==> config.mk <==
export PLATFORM = sky130hd
export DESIGN_NAME = otp_spi_reader
export DESIGN_NICKNAME = d
export VERILOG_FILES = /design/src/rtl/otp_rd_pkg.sv /design/src/rtl/otp_pin_sync.sv /design/src/rtl/otp_cmd_decode.sv /design/src/rtl/otp_prefetch.sv /design/src/rtl/otp_tx_shift.sv /design/src/rtl/otp_spi_reader.sv
export SDC_FILE = /design/constraint.sdc
export NUM_CORES = 1
export LEC_CHECK = 0
export CORE_ASPECT_RATIO = 1.75
export CORE_MARGIN = 1
export CORE_UTILIZATION = 41
export CTS_CLUSTER_DIAMETER = 100
export DETAILED_ROUTE_END_ITERATION = 10
export DONT_BUFFER_PORTS = 1
export SYNTH_ARGS = -nofsm -noshare
export SYNTH_HDL_FRONTEND = slang
export SYNTH_SLANG_ARGS = --single-unit
==> constraint.sdc <==
create_clock -name clk -period 6.06 [get_ports clk]
set_input_delay 0 -clock clk [delete_from_list [all_inputs] [get_ports clk]]
set_output_delay 0 -clock clk [all_outputs]
set_load 0.01 [all_outputs]
==> src/rtl/otp_rd_pkg.sv <==
package otp_rd_pkg;
  // Phases of one chip-select window
  typedef enum logic [2:0] {
    PH_OPC   = 3'd0,
    PH_ADDR  = 3'd1,
    PH_DUMMY = 3'd2,
    PH_DATA  = 3'd3,
    PH_SKIP  = 3'd4
  } rd_phase_e;
endpackage

==> src/rtl/otp_pin_sync.sv <==
module otp_pin_sync #(
  parameter int STAGES = 2
) (
  input  logic clk,
  input  logic rst_n,
  input  logic sck_i,
  input  logic cs_n_i,
  input  logic mosi_i,
  output logic sck_rise,
  output logic sck_fall,
  output logic cs_act,
  output logic mosi_s
);
  localparam int LAST = STAGES - 1;

  // each stage carries {sck, cs_n, mosi}
  logic [2:0] chain [STAGES];
  logic       sck_prev;

  always_ff @(posedge clk or negedge rst_n) begin
    if (!rst_n) begin
      for (int i = 0; i < STAGES; i++) chain[i] <= 3'b010;
      sck_prev <= 1'b0;
    end else begin
      chain[0] <= {sck_i, cs_n_i, mosi_i};
      for (int i = 1; i < STAGES; i++) chain[i] <= chain[i-1];
      sck_prev <= chain[LAST][2];
    end
  end

  assign cs_act   = ~chain[LAST][1];
  assign mosi_s   = chain[LAST][0];
  assign sck_rise = cs_act & chain[LAST][2] & ~sck_prev;
  assign sck_fall = cs_act & ~chain[LAST][2] & sck_prev;
endmodule

==> src/rtl/otp_cmd_decode.sv <==
module otp_cmd_decode
  import otp_rd_pkg::*;
#(
  parameter int              ADDR_W        = 7,
  parameter int              OPC_W         = 8,
  parameter logic [OPC_W-1:0] OPCODE       = 8'h77,
  parameter int              CMD_ADDR_BITS = 24,
  parameter int              DUMMY_BITS    = 16
) (
  input  logic              clk,
  input  logic              rst_n,
  input  logic              cs_act,
  input  logic              sck_rise,
  input  logic              mosi_s,
  output rd_phase_e         phase,
  output logic [ADDR_W-1:0] start_addr,
  output logic              start_pulse
);
  localparam int PH_MAX = (CMD_ADDR_BITS > DUMMY_BITS)
                        ? ((CMD_ADDR_BITS > OPC_W) ? CMD_ADDR_BITS : OPC_W)
                        : ((DUMMY_BITS > OPC_W) ? DUMMY_BITS : OPC_W);
  localparam int CNT_W = $clog2(PH_MAX + 1);
  localparam logic [CNT_W-1:0] OPC_LAST   = CNT_W'(OPC_W - 1);
  localparam logic [CNT_W-1:0] ADDR_LAST  = CNT_W'(CMD_ADDR_BITS - 1);
  localparam logic [CNT_W-1:0] DUMMY_LAST = CNT_W'(DUMMY_BITS - 1);

  logic [CNT_W-1:0] cnt;
  logic [OPC_W-1:0] opc_sh;
  logic [OPC_W-1:0] opc_next;

  assign opc_next = {opc_sh[OPC_W-2:0], mosi_s};

  always_ff @(posedge clk or negedge rst_n) begin
    if (!rst_n) begin
      phase       <= PH_OPC;
      cnt         <= '0;
      opc_sh      <= '0;
      start_addr  <= '0;
      start_pulse <= 1'b0;
    end else begin
      start_pulse <= 1'b0;
      if (!cs_act) begin
        // deselect wipes every partial field
        phase      <= PH_OPC;
        cnt        <= '0;
        opc_sh     <= '0;
        start_addr <= '0;
      end else if (sck_rise) begin
        unique case (phase)
          PH_OPC: begin
            opc_sh <= opc_next;
            if (cnt == OPC_LAST) begin
              cnt   <= '0;
              phase <= (opc_next == OPCODE) ? PH_ADDR : PH_SKIP;
            end else begin
              cnt <= cnt + CNT_W'(1);
            end
          end
          PH_ADDR: begin
            // only the low bits survive the shift
            start_addr <= {start_addr[ADDR_W-2:0], mosi_s};
            if (cnt == ADDR_LAST) begin
              cnt         <= '0;
              phase       <= PH_DUMMY;
              start_pulse <= 1'b1;
            end else begin
              cnt <= cnt + CNT_W'(1);
            end
          end
          PH_DUMMY: begin
            if (cnt == DUMMY_LAST) begin
              cnt   <= '0;
              phase <= PH_DATA;
            end else begin
              cnt <= cnt + CNT_W'(1);
            end
          end
          default: ;
        endcase
      end
    end
  end
endmodule

==> src/rtl/otp_prefetch.sv <==
module otp_prefetch #(
  parameter int ADDR_W = 7,
  parameter int DATA_W = 8
) (
  input  logic              clk,
  input  logic              rst_n,
  input  logic              cs_act,
  input  logic              start_pulse,
  input  logic [ADDR_W-1:0] start_addr,
  input  logic              advance,
  output logic [DATA_W-1:0] buf_data,
  output logic              buf_valid,
  output logic              req_valid,
  output logic [ADDR_W-1:0] req_addr,
  input  logic              req_ready,
  input  logic              rsp_valid,
  input  logic [DATA_W-1:0] rsp_data
);
  logic [ADDR_W-1:0] next_addr;
  logic              req_stale;
  logic              rsp_stale;
  logic              req_fire;

  assign req_fire = req_valid & req_ready;

  always_ff @(posedge clk or negedge rst_n) begin
    if (!rst_n) begin
      req_valid <= 1'b0;
      req_addr  <= '0;
      next_addr <= '0;
      req_stale <= 1'b0;
      rsp_stale <= 1'b0;
      buf_data  <= '0;
      buf_valid <= 1'b0;
    end else begin
      // response lands one cycle after acceptance: capture its fate now
      rsp_stale <= req_stale | ~cs_act;

      if (req_fire) begin
        req_valid <= 1'b0;
        req_stale <= 1'b0;
      end else if (req_valid && !cs_act) begin
        req_stale <= 1'b1;
      end

      if (cs_act && start_pulse) begin
        req_valid <= 1'b1;
        req_addr  <= start_addr;
        next_addr <= start_addr + ADDR_W'(1);
      end else if (cs_act && advance) begin
        req_valid <= 1'b1;
        req_addr  <= next_addr;
        next_addr <= next_addr + ADDR_W'(1);
      end

      if (!cs_act) begin
        buf_valid <= 1'b0;
      end else begin
        if (advance) buf_valid <= 1'b0;
        if (rsp_valid && !rsp_stale) begin
          buf_data  <= rsp_data;
          buf_valid <= 1'b1;
        end
      end
    end
  end
endmodule

==> src/rtl/otp_tx_shift.sv <==
module otp_tx_shift #(
  parameter int DATA_W = 8
) (
  input  logic              clk,
  input  logic              rst_n,
  input  logic              cs_act,
  input  logic              sck_fall,
  input  logic              data_phase,
  input  logic [DATA_W-1:0] buf_data,
  input  logic              buf_valid,
  output logic              so_data,
  output logic              so_en,
  output logic              advance
);
  localparam int BC_W = $clog2(DATA_W);
  localparam logic [BC_W-1:0] BC_LAST = BC_W'(DATA_W - 1);

  logic [BC_W-1:0]   bit_cnt;
  logic [DATA_W-1:0] sh;
  logic [DATA_W-1:0] load;

  assign load = buf_valid ? buf_data : '0;

  always_ff @(posedge clk or negedge rst_n) begin
    if (!rst_n) begin
      so_data <= 1'b0;
      so_en   <= 1'b0;
      advance <= 1'b0;
      bit_cnt <= '0;
      sh      <= '0;
    end else begin
      advance <= 1'b0;
      if (!cs_act) begin
        so_data <= 1'b0;
        so_en   <= 1'b0;
        bit_cnt <= '0;
        sh      <= '0;
      end else if (sck_fall && data_phase) begin
        so_en <= 1'b1;
        if (bit_cnt == '0) begin
          so_data <= load[DATA_W-1];
          sh      <= {load[DATA_W-2:0], 1'b0};
          advance <= 1'b1;
        end else begin
          so_data <= sh[DATA_W-1];
          sh      <= {sh[DATA_W-2:0], 1'b0};
        end
        bit_cnt <= (bit_cnt == BC_LAST) ? '0 : bit_cnt + BC_W'(1);
      end
    end
  end
endmodule

==> src/rtl/otp_spi_reader.sv <==
module otp_spi_reader
  import otp_rd_pkg::*;
#(
  parameter int               ADDR_W        = 7,
  parameter int               DATA_W        = 8,
  parameter int               OPC_W         = 8,
  parameter logic [OPC_W-1:0] OPCODE        = 8'h77,
  parameter int               CMD_ADDR_BITS = 24,
  parameter int               DUMMY_BITS    = 16,
  parameter int               SYNC_STAGES   = 2
) (
  input  logic              clk,
  input  logic              rst_n,
  input  logic              spi_sck,
  input  logic              spi_cs_n,
  input  logic              spi_mosi,
  output logic              spi_miso,
  output logic              spi_miso_oe,
  output logic              arr_req_valid,
  input  logic              arr_req_ready,
  output logic [ADDR_W-1:0] arr_req_addr,
  input  logic              arr_rsp_valid,
  input  logic [DATA_W-1:0] arr_rsp_data
);
  logic              sck_rise;
  logic              sck_fall;
  logic              cs_act;
  logic              mosi_s;
  rd_phase_e         phase;
  logic [ADDR_W-1:0] start_addr;
  logic              start_pulse;
  logic [DATA_W-1:0] buf_data;
  logic              buf_valid;
  logic              advance;
  logic              data_phase;

  assign data_phase = (phase == PH_DATA);

  otp_pin_sync #(.STAGES(SYNC_STAGES)) u_sync (
    .clk(clk), .rst_n(rst_n),
    .sck_i(spi_sck), .cs_n_i(spi_cs_n), .mosi_i(spi_mosi),
    .sck_rise(sck_rise), .sck_fall(sck_fall),
    .cs_act(cs_act), .mosi_s(mosi_s)
  );

  otp_cmd_decode #(
    .ADDR_W(ADDR_W), .OPC_W(OPC_W), .OPCODE(OPCODE),
    .CMD_ADDR_BITS(CMD_ADDR_BITS), .DUMMY_BITS(DUMMY_BITS)
  ) u_dec (
    .clk(clk), .rst_n(rst_n),
    .cs_act(cs_act), .sck_rise(sck_rise), .mosi_s(mosi_s),
    .phase(phase), .start_addr(start_addr), .start_pulse(start_pulse)
  );

  otp_prefetch #(.ADDR_W(ADDR_W), .DATA_W(DATA_W)) u_fetch (
    .clk(clk), .rst_n(rst_n),
    .cs_act(cs_act), .start_pulse(start_pulse), .start_addr(start_addr),
    .advance(advance),
    .buf_data(buf_data), .buf_valid(buf_valid),
    .req_valid(arr_req_valid), .req_addr(arr_req_addr),
    .req_ready(arr_req_ready),
    .rsp_valid(arr_rsp_valid), .rsp_data(arr_rsp_data)
  );

  otp_tx_shift #(.DATA_W(DATA_W)) u_tx (
    .clk(clk), .rst_n(rst_n),
    .cs_act(cs_act), .sck_fall(sck_fall), .data_phase(data_phase),
    .buf_data(buf_data), .buf_valid(buf_valid),
    .so_data(spi_miso), .so_en(spi_miso_oe), .advance(advance)
  );
endmodule

== Yosys cells after proc, flatten, opt, wreduce, memory -nomap -nowiden ==
Index checks and enable logic that the tools add are counted.
Word-level totals
  bits in registers: 70
  bits of input ports: 15
  word-level logic and storage cells: 116
Cells by class
  bitwise operators: 9
  reduce and logical (&&, ||, !) cells: 22
  eq/ne operators: 11
  add/sub/neg operators: 4
  multiplexer cells: 50
Operators with widths (number)
  $mux W7: 10
  $mux W8: 4
  $mux W3: 9
  $mux W5: 5
  $mux W1: 20
  $pmux W5 S3: 1
  $add A7 B1 Y7 const B: 2
  $reduce_bool A2 Y1: 6
  $ne A3 B2 Y1 const B: 3
  $pmux W3 S3: 1
  $eq A8 B7 Y1 const B: 1
  $reduce_and A2 Y1: 4
  $eq A3 B2 Y1 const B: 2
  $logic_not A3 Y1: 2
  $reduce_bool A3 Y1: 2
  $add A5 B1 Y5 const B: 1
  $and A1 B1 Y1: 5
  $eq A5 B3 Y1 const B: 1
  $eq A5 B4 Y1 const B: 1
  $eq A5 B5 Y1 const B: 1
  $logic_and A1 B1 Y1: 5
  $reduce_and A5 Y1: 1
  $reduce_bool A4 Y1: 1
  $add A3 B1 Y3 const B: 1
  5 further kinds: 7

== Logic depth before layout (Yosys ltp) ==
  depth in word-level cells: 6
  mapped depth: 10
  depth with buffers taken out: 8

== Cells and area by module ==
Synthesis repeated with hierarchy kept, for this count alone.
Second synthesis, totals
  cell total of the unflattened synthesis: 321
  area, all modules: 3414.5 µm²
Modules (own cells, without submodules)
  otp_cmd_decode: instances 1, sequential area each 575.6 µm², cells an instance 127, area each 1325.0 µm²
  otp_prefetch: instances 1, sequential area each 650.6 µm², cells an instance 114, area each 1227.4 µm²
  otp_tx_shift: instances 1, sequential area each 325.3 µm², cells an instance 69, area each 656.9 µm²
  otp_pin_sync: instances 1, sequential area each 177.7 µm², cells an instance 10, area each 196.4 µm²
  otp_spi_reader: instances 1, sequential area each 0.0 µm², cells an instance 1, area each 8.8 µm²

== Worst setup path before layout ==
OpenSTA, ideal clock, no wires.
  path kind: flip-flop to flip-flop
  from: register u_sync.chain[1] (netlist bit)
  to: register u_fetch.next_addr[6]
  setup slack: 3.829 ns
  data arrival time: 2.107 ns
  clock period less this slack: 2.231 ns
  data required time: 5.936 ns
  stages on the path, launching flop included: 10
  path through: dfstp_2 > buf_6 > nand2b_4 > buf_6 > buf_2 > mux2_2 > ha_1 > o211a_1 > and4_1 > a211o_1
Between the ends
  word-level cells in the longest chain between the ends: 3
RTL lines
  start, declared: RTL line otp_pin_sync.sv:17  | logic [2:0] chain [STAGES];
  $not A1 Y1 (no source line) *
  $logic_and A1 B1 Y1 (on tied branches): RTL line otp_prefetch.sv:46, otp_prefetch.sv:50
  $mux W7 / $reduce_bool A2 Y1 (equally long branches)
  end signal, assigned: RTL line otp_prefetch.sv:49  | next_addr <= start_addr + ADDR_W'(1);
  end signal, assigned: RTL line otp_prefetch.sv:53  | next_addr <= next_addr + ADDR_W'(1);
  end, declared: RTL line otp_prefetch.sv:19  | logic [ADDR_W-1:0] next_addr;
Mark *: on every way between the ends. The rest lies on a longest branch, timed or not.
A chain may end at the register's enable or synchronous reset.

== Final worst setup path ==
Same ends and word-level chain as after synthesis.

==> impl_metrics.py <==
metrics = {
    "clock_tree": {
        "cts_buffers": 9,
        "h-tree-depth": 3,
        "clk_pin_slew_worst_paths_ns": 0.06,
        "cts_root_buffer": "clkbuf_16",
        "clock-sinks": 69,
        "clock_latency_ns": 0.33,
        "cts_tree": "yes",
        "cts_buffer_depth": 2,
        "post_cts_resized": 0,
    },
    "floorplan": {
        "start_util": 0.421,
        "io_pins": 25,
        "std_cell_rows": 43,
        "die_w_um": 70.2,
        "die_h_um": 121,
        "die-area_um2": 8510,
        "core-area_um2": 7910,
    },
    "timing": {
        "max_freq_ghz": 0.334,
        "worst_slew_pin_slew_ns": 1.13,
        "clock_skew_ns": 0.00469,
        "fin_crit_ns": 3.00,
        "relSlewSlack": 0.245,
        "rsz0062_at_grt": "no",
        "finalHoldViolCount": 0,
        "finalCritPeriodShare": 0.495,
        "tns_ns": 0,
        "worst_hold_slack_ns": 0.160,
        "layout_setup_ws_ns": 3.06,
        "final_max_slew_viol_count": 0,
        "setup_violations": 0,
    },
    "routing": {
        "wl_um": 6450,
        "drt_first_pass_iters": 4,
        "drc": 0,
        "avgViaCountPerCell": 5.64,
        "dr_total_vias": 2333,
        "drtAntennaViolNets": 0,
        "routedWlPerCell_um": 15.6,
        "drt_iter0_drc": 76,
    },
    "finish": {
        "syn_to_final_growth_pct": 13.6,
        "drive_above_1_share": 0.127,
        "stdcell_area_um2": 3790,
        "multiInputGateArea_um2": 1480,
        "n_antenna_cell": 0,
        "post-route-util": 0.479,
        "fin_nets": 341,
        "ff_latch_area_um2": 1730,
        "final_cells": 414,
        "fill_cells": 748,
    },
    "synthesis": {
        "syn_area_um2": 3330,
        "avgSynthCellArea_um2": 10.7,
        "yosysSeqAreaShare": 0.519,
        "synthArstFlopShare": 1.00,
        "syn_nets": 333,
        "ys_ff_latch": 69,
        "ys.flop_type": "dfrtp_1",
        "ys_warn_count": 0,
        "syn_inst": 311,
        "synthDistinctLibCells": 57,
        "synth_edf_count": 0,
    },
    "grt": {
        "grt_pass1_vias": 2413,
        "grt_overflow": 0,
        "antenna_found_initial": 0,
        "grt_start_max_net_pins": 70,
        "grt_pass1_wl_um": 11000,
        "grtUsageTotal": 0.166,
    },
    "critical_path": {
        "cp_cell_sequence": "nand2b_4 > mux2i_1 > inv_1 > ha_1 > o211a_1 > and4_1 > a211o_1",
        "slowest_delay_ns": 1.04,
        "crit_type": "flip-flop to flip-flop",
        "cp.required_ns": 6.27,
        "cp_top_family": "flip-flops",
        "path_buf_inv": 1,
        "crit_fanout": 46,
        "end_kind": "flip-flop",
        "critical-path-slowest-cell": "dfstp_2",
        "arrival_ns": 3.21,
        "startpoint_type": "flip-flop",
    },
    "placed_design": {
        "pre_cts_slack_ns": 3.06,
        "dpl.hpwl_um": 4220,
        "dpl_cell_area_um2": 3360,
        "gp_congestion": 0.791,
        "placed_cells": 384,
        "io_buffer_count": 0,
    },
    "power": {
        "power_mw": 1.02,
        "leakage_nw": 1.78,
        "ir_drop_v": 0.000157,
        "power.density_nw_per_um2": 270,
    },
    "status": {
        "outcome": "complete, no violations",
    },
    "min_path": {
        "hp-class": "input pin to flip-flop",
    },
    "flow_run": {
        "maxCapViolCount": 0,
    },
}
synth_stat cells, types with 2 or more instances:
| master | count | area (um2) |
|---|---|---|
| a211o_1 | 2 | 17.5 |
| a211oi_1 | 5 | 37.5 |
| a21o_1 | 3 | 22.5 |
| a21oi_1 | 24 | 120 |
| a22o_1 | 2 | 17.5 |
| a311oi_1 | 2 | 17.5 |
| and3_1 | 7 | 43.8 |
| buf_2 | 5 | 25.0 |
| buf_6 | 2 | 22.5 |
| clkbuf_1 | 9 | 33.8 |
| dfrtp_1 | 67 | 1680 |
| dfstp_2 | 2 | 52.6 |
| ha_1 | 7 | 87.6 |
| inv_1 | 11 | 41.3 |
| mux2_2 | 10 | 113 |
| mux2_4 | 2 | 30.0 |
| mux2i_1 | 17 | 170 |
| nand2_1 | 20 | 75.1 |
| nand2b_1 | 2 | 12.5 |
| nand3_1 | 6 | 30.0 |
| nand3b_1 | 13 | 97.6 |
| nand4b_1 | 2 | 17.5 |
| nor2_1 | 29 | 109 |
| nor2b_1 | 2 | 12.5 |
| nor3b_2 | 2 | 25.0 |
| o21ai_0 | 19 | 95.1 |
| o22ai_1 | 2 | 12.5 |
| o311a_1 | 2 | 20.0 |
| o32ai_1 | 2 | 17.5 |
| or2_2 | 4 | 25.0 |
| or3b_1 | 2 | 17.5 |
| xnor2_1 | 2 | 17.5 |
routing by layer:
layer  GRT usage  vias to the layer above  routed length [um]
li1            -                     1130                   -
met1       0.182                     1160                2670
met2       0.285                       32                3460
met3      0.0457                       11                 166
met4      0.0913                        0                 155
met5           0                        -                   0
power breakdown:
part | total (mW) | internal [mW] | switching (mW)
sequential | 0.501 | 0.484 | 0.0166
clock | 0.465 | 0.276 | 0.190
combinational | 0.0578 | 0.0330 | 0.0249
placed cells by master, fill, tap and decap left out, types with 2 or more instances in the layout:
cell type and n:
a211o_1 2, a211oi_1 5, a21o_1 3, a21oi_1 24
a22o_1 2, a311oi_1 2, and3_1 7, clkbuf_16 9
clkinv_2 3, clkinv_4 2, dfrtp_1 67, dfstp_2 2
dlygate4sd3_1 13, ha_1 7, inv_1 11, mux2_2 10
mux2_4 2, mux2i_1 17, nand2_1 20, nand2b_1 2
nand3_1 6, nand3b_1 13, nand4b_1 2, nor2_1 29
nor2b_1 2, nor3b_2 2, o21ai_0 19, o22ai_1 2
o311a_1 2, o32ai_1 2, or2_2 4, or3b_1 2
xnor2_1 2
worst reg2reg max path, cell delays in order (launching register included):
cell      delay, ns
dfstp_2        1.04
nand2b_4       0.40
mux2i_1        0.51
inv_1          0.09
ha_1           0.28
o211a_1        0.14
and4_1         0.19
a211o_1        0.22
kinds of logic (layout without fill, tap and decap cells):
family	count (synthesis)	in the layout	share of synthesized area
AND/OR/NAND/NOR	102	102	0.175
AO/OA/AOI/OAI	74	74	0.143
flip-flops	69	69	0.519
multiplexers	29	29	0.0938
buffers and inverters	28	41	0.0379
adder cells (fa/ha/maj)	7	7	0.0263
XOR/XNOR	2	2	0.00526
flip-flops by register name, indices dropped and copies added, names as in the netlist:
name	count
u_tx.advance	1
u_fetch.req_valid	1
u_sync.mosi_s	1
u_tx.so_en	1
u_dec.cnt	5
u_fetch.buf_valid	1
u_tx.bit_cnt	3
u_dec.opc_sh	7
u_tx.sh	7
u_tx.so_data	1
u_sync.sck_prev	1
u_sync.chain	5
u_dec.start_addr	7
u_dec.start_pulse	1
u_fetch.next_addr	7
u_fetch.rsp_stale	1
u_fetch.req_stale	1
u_fetch.req_addr	7
u_dec.phase	3
u_fetch.buf_data	8
path summary, 6_finish.rpt:
check	slack (ns)	from	depth (start not counted)	end
max	3.06	u_sync.chain[1]	7	u_fetch.next_addr[6]
min	0.16	arr_rsp_valid	2	u_fetch.buf_data[4]
max reg2reg	3.06	u_sync.chain[1]	7	u_fetch.next_addr[6]
min reg2reg	0.35	u_sync.chain[5]	0	u_sync.chain[2]
max in group asynchronous	5.51	rst_n	2	u_sync.chain[4]
min in group asynchronous	0.22	rst_n	2	u_dec.phase[0]
cell type report:
type,count,area share
clock buffer,10,0.0605
clock inverter,6,0.0106
inverter,11,0.0109
multi-input combinational,214,0.390
sequential,69,0.457
tap,90,0.0297
timing repair buffer,14,0.0416
repair_timing:
item                                   in CTS  in global routing
endpoints found under the hold margin      82                  0
buffers inserted                            0                  0
hold buffers                               14                  0
(Power assumes the default switching activity.)
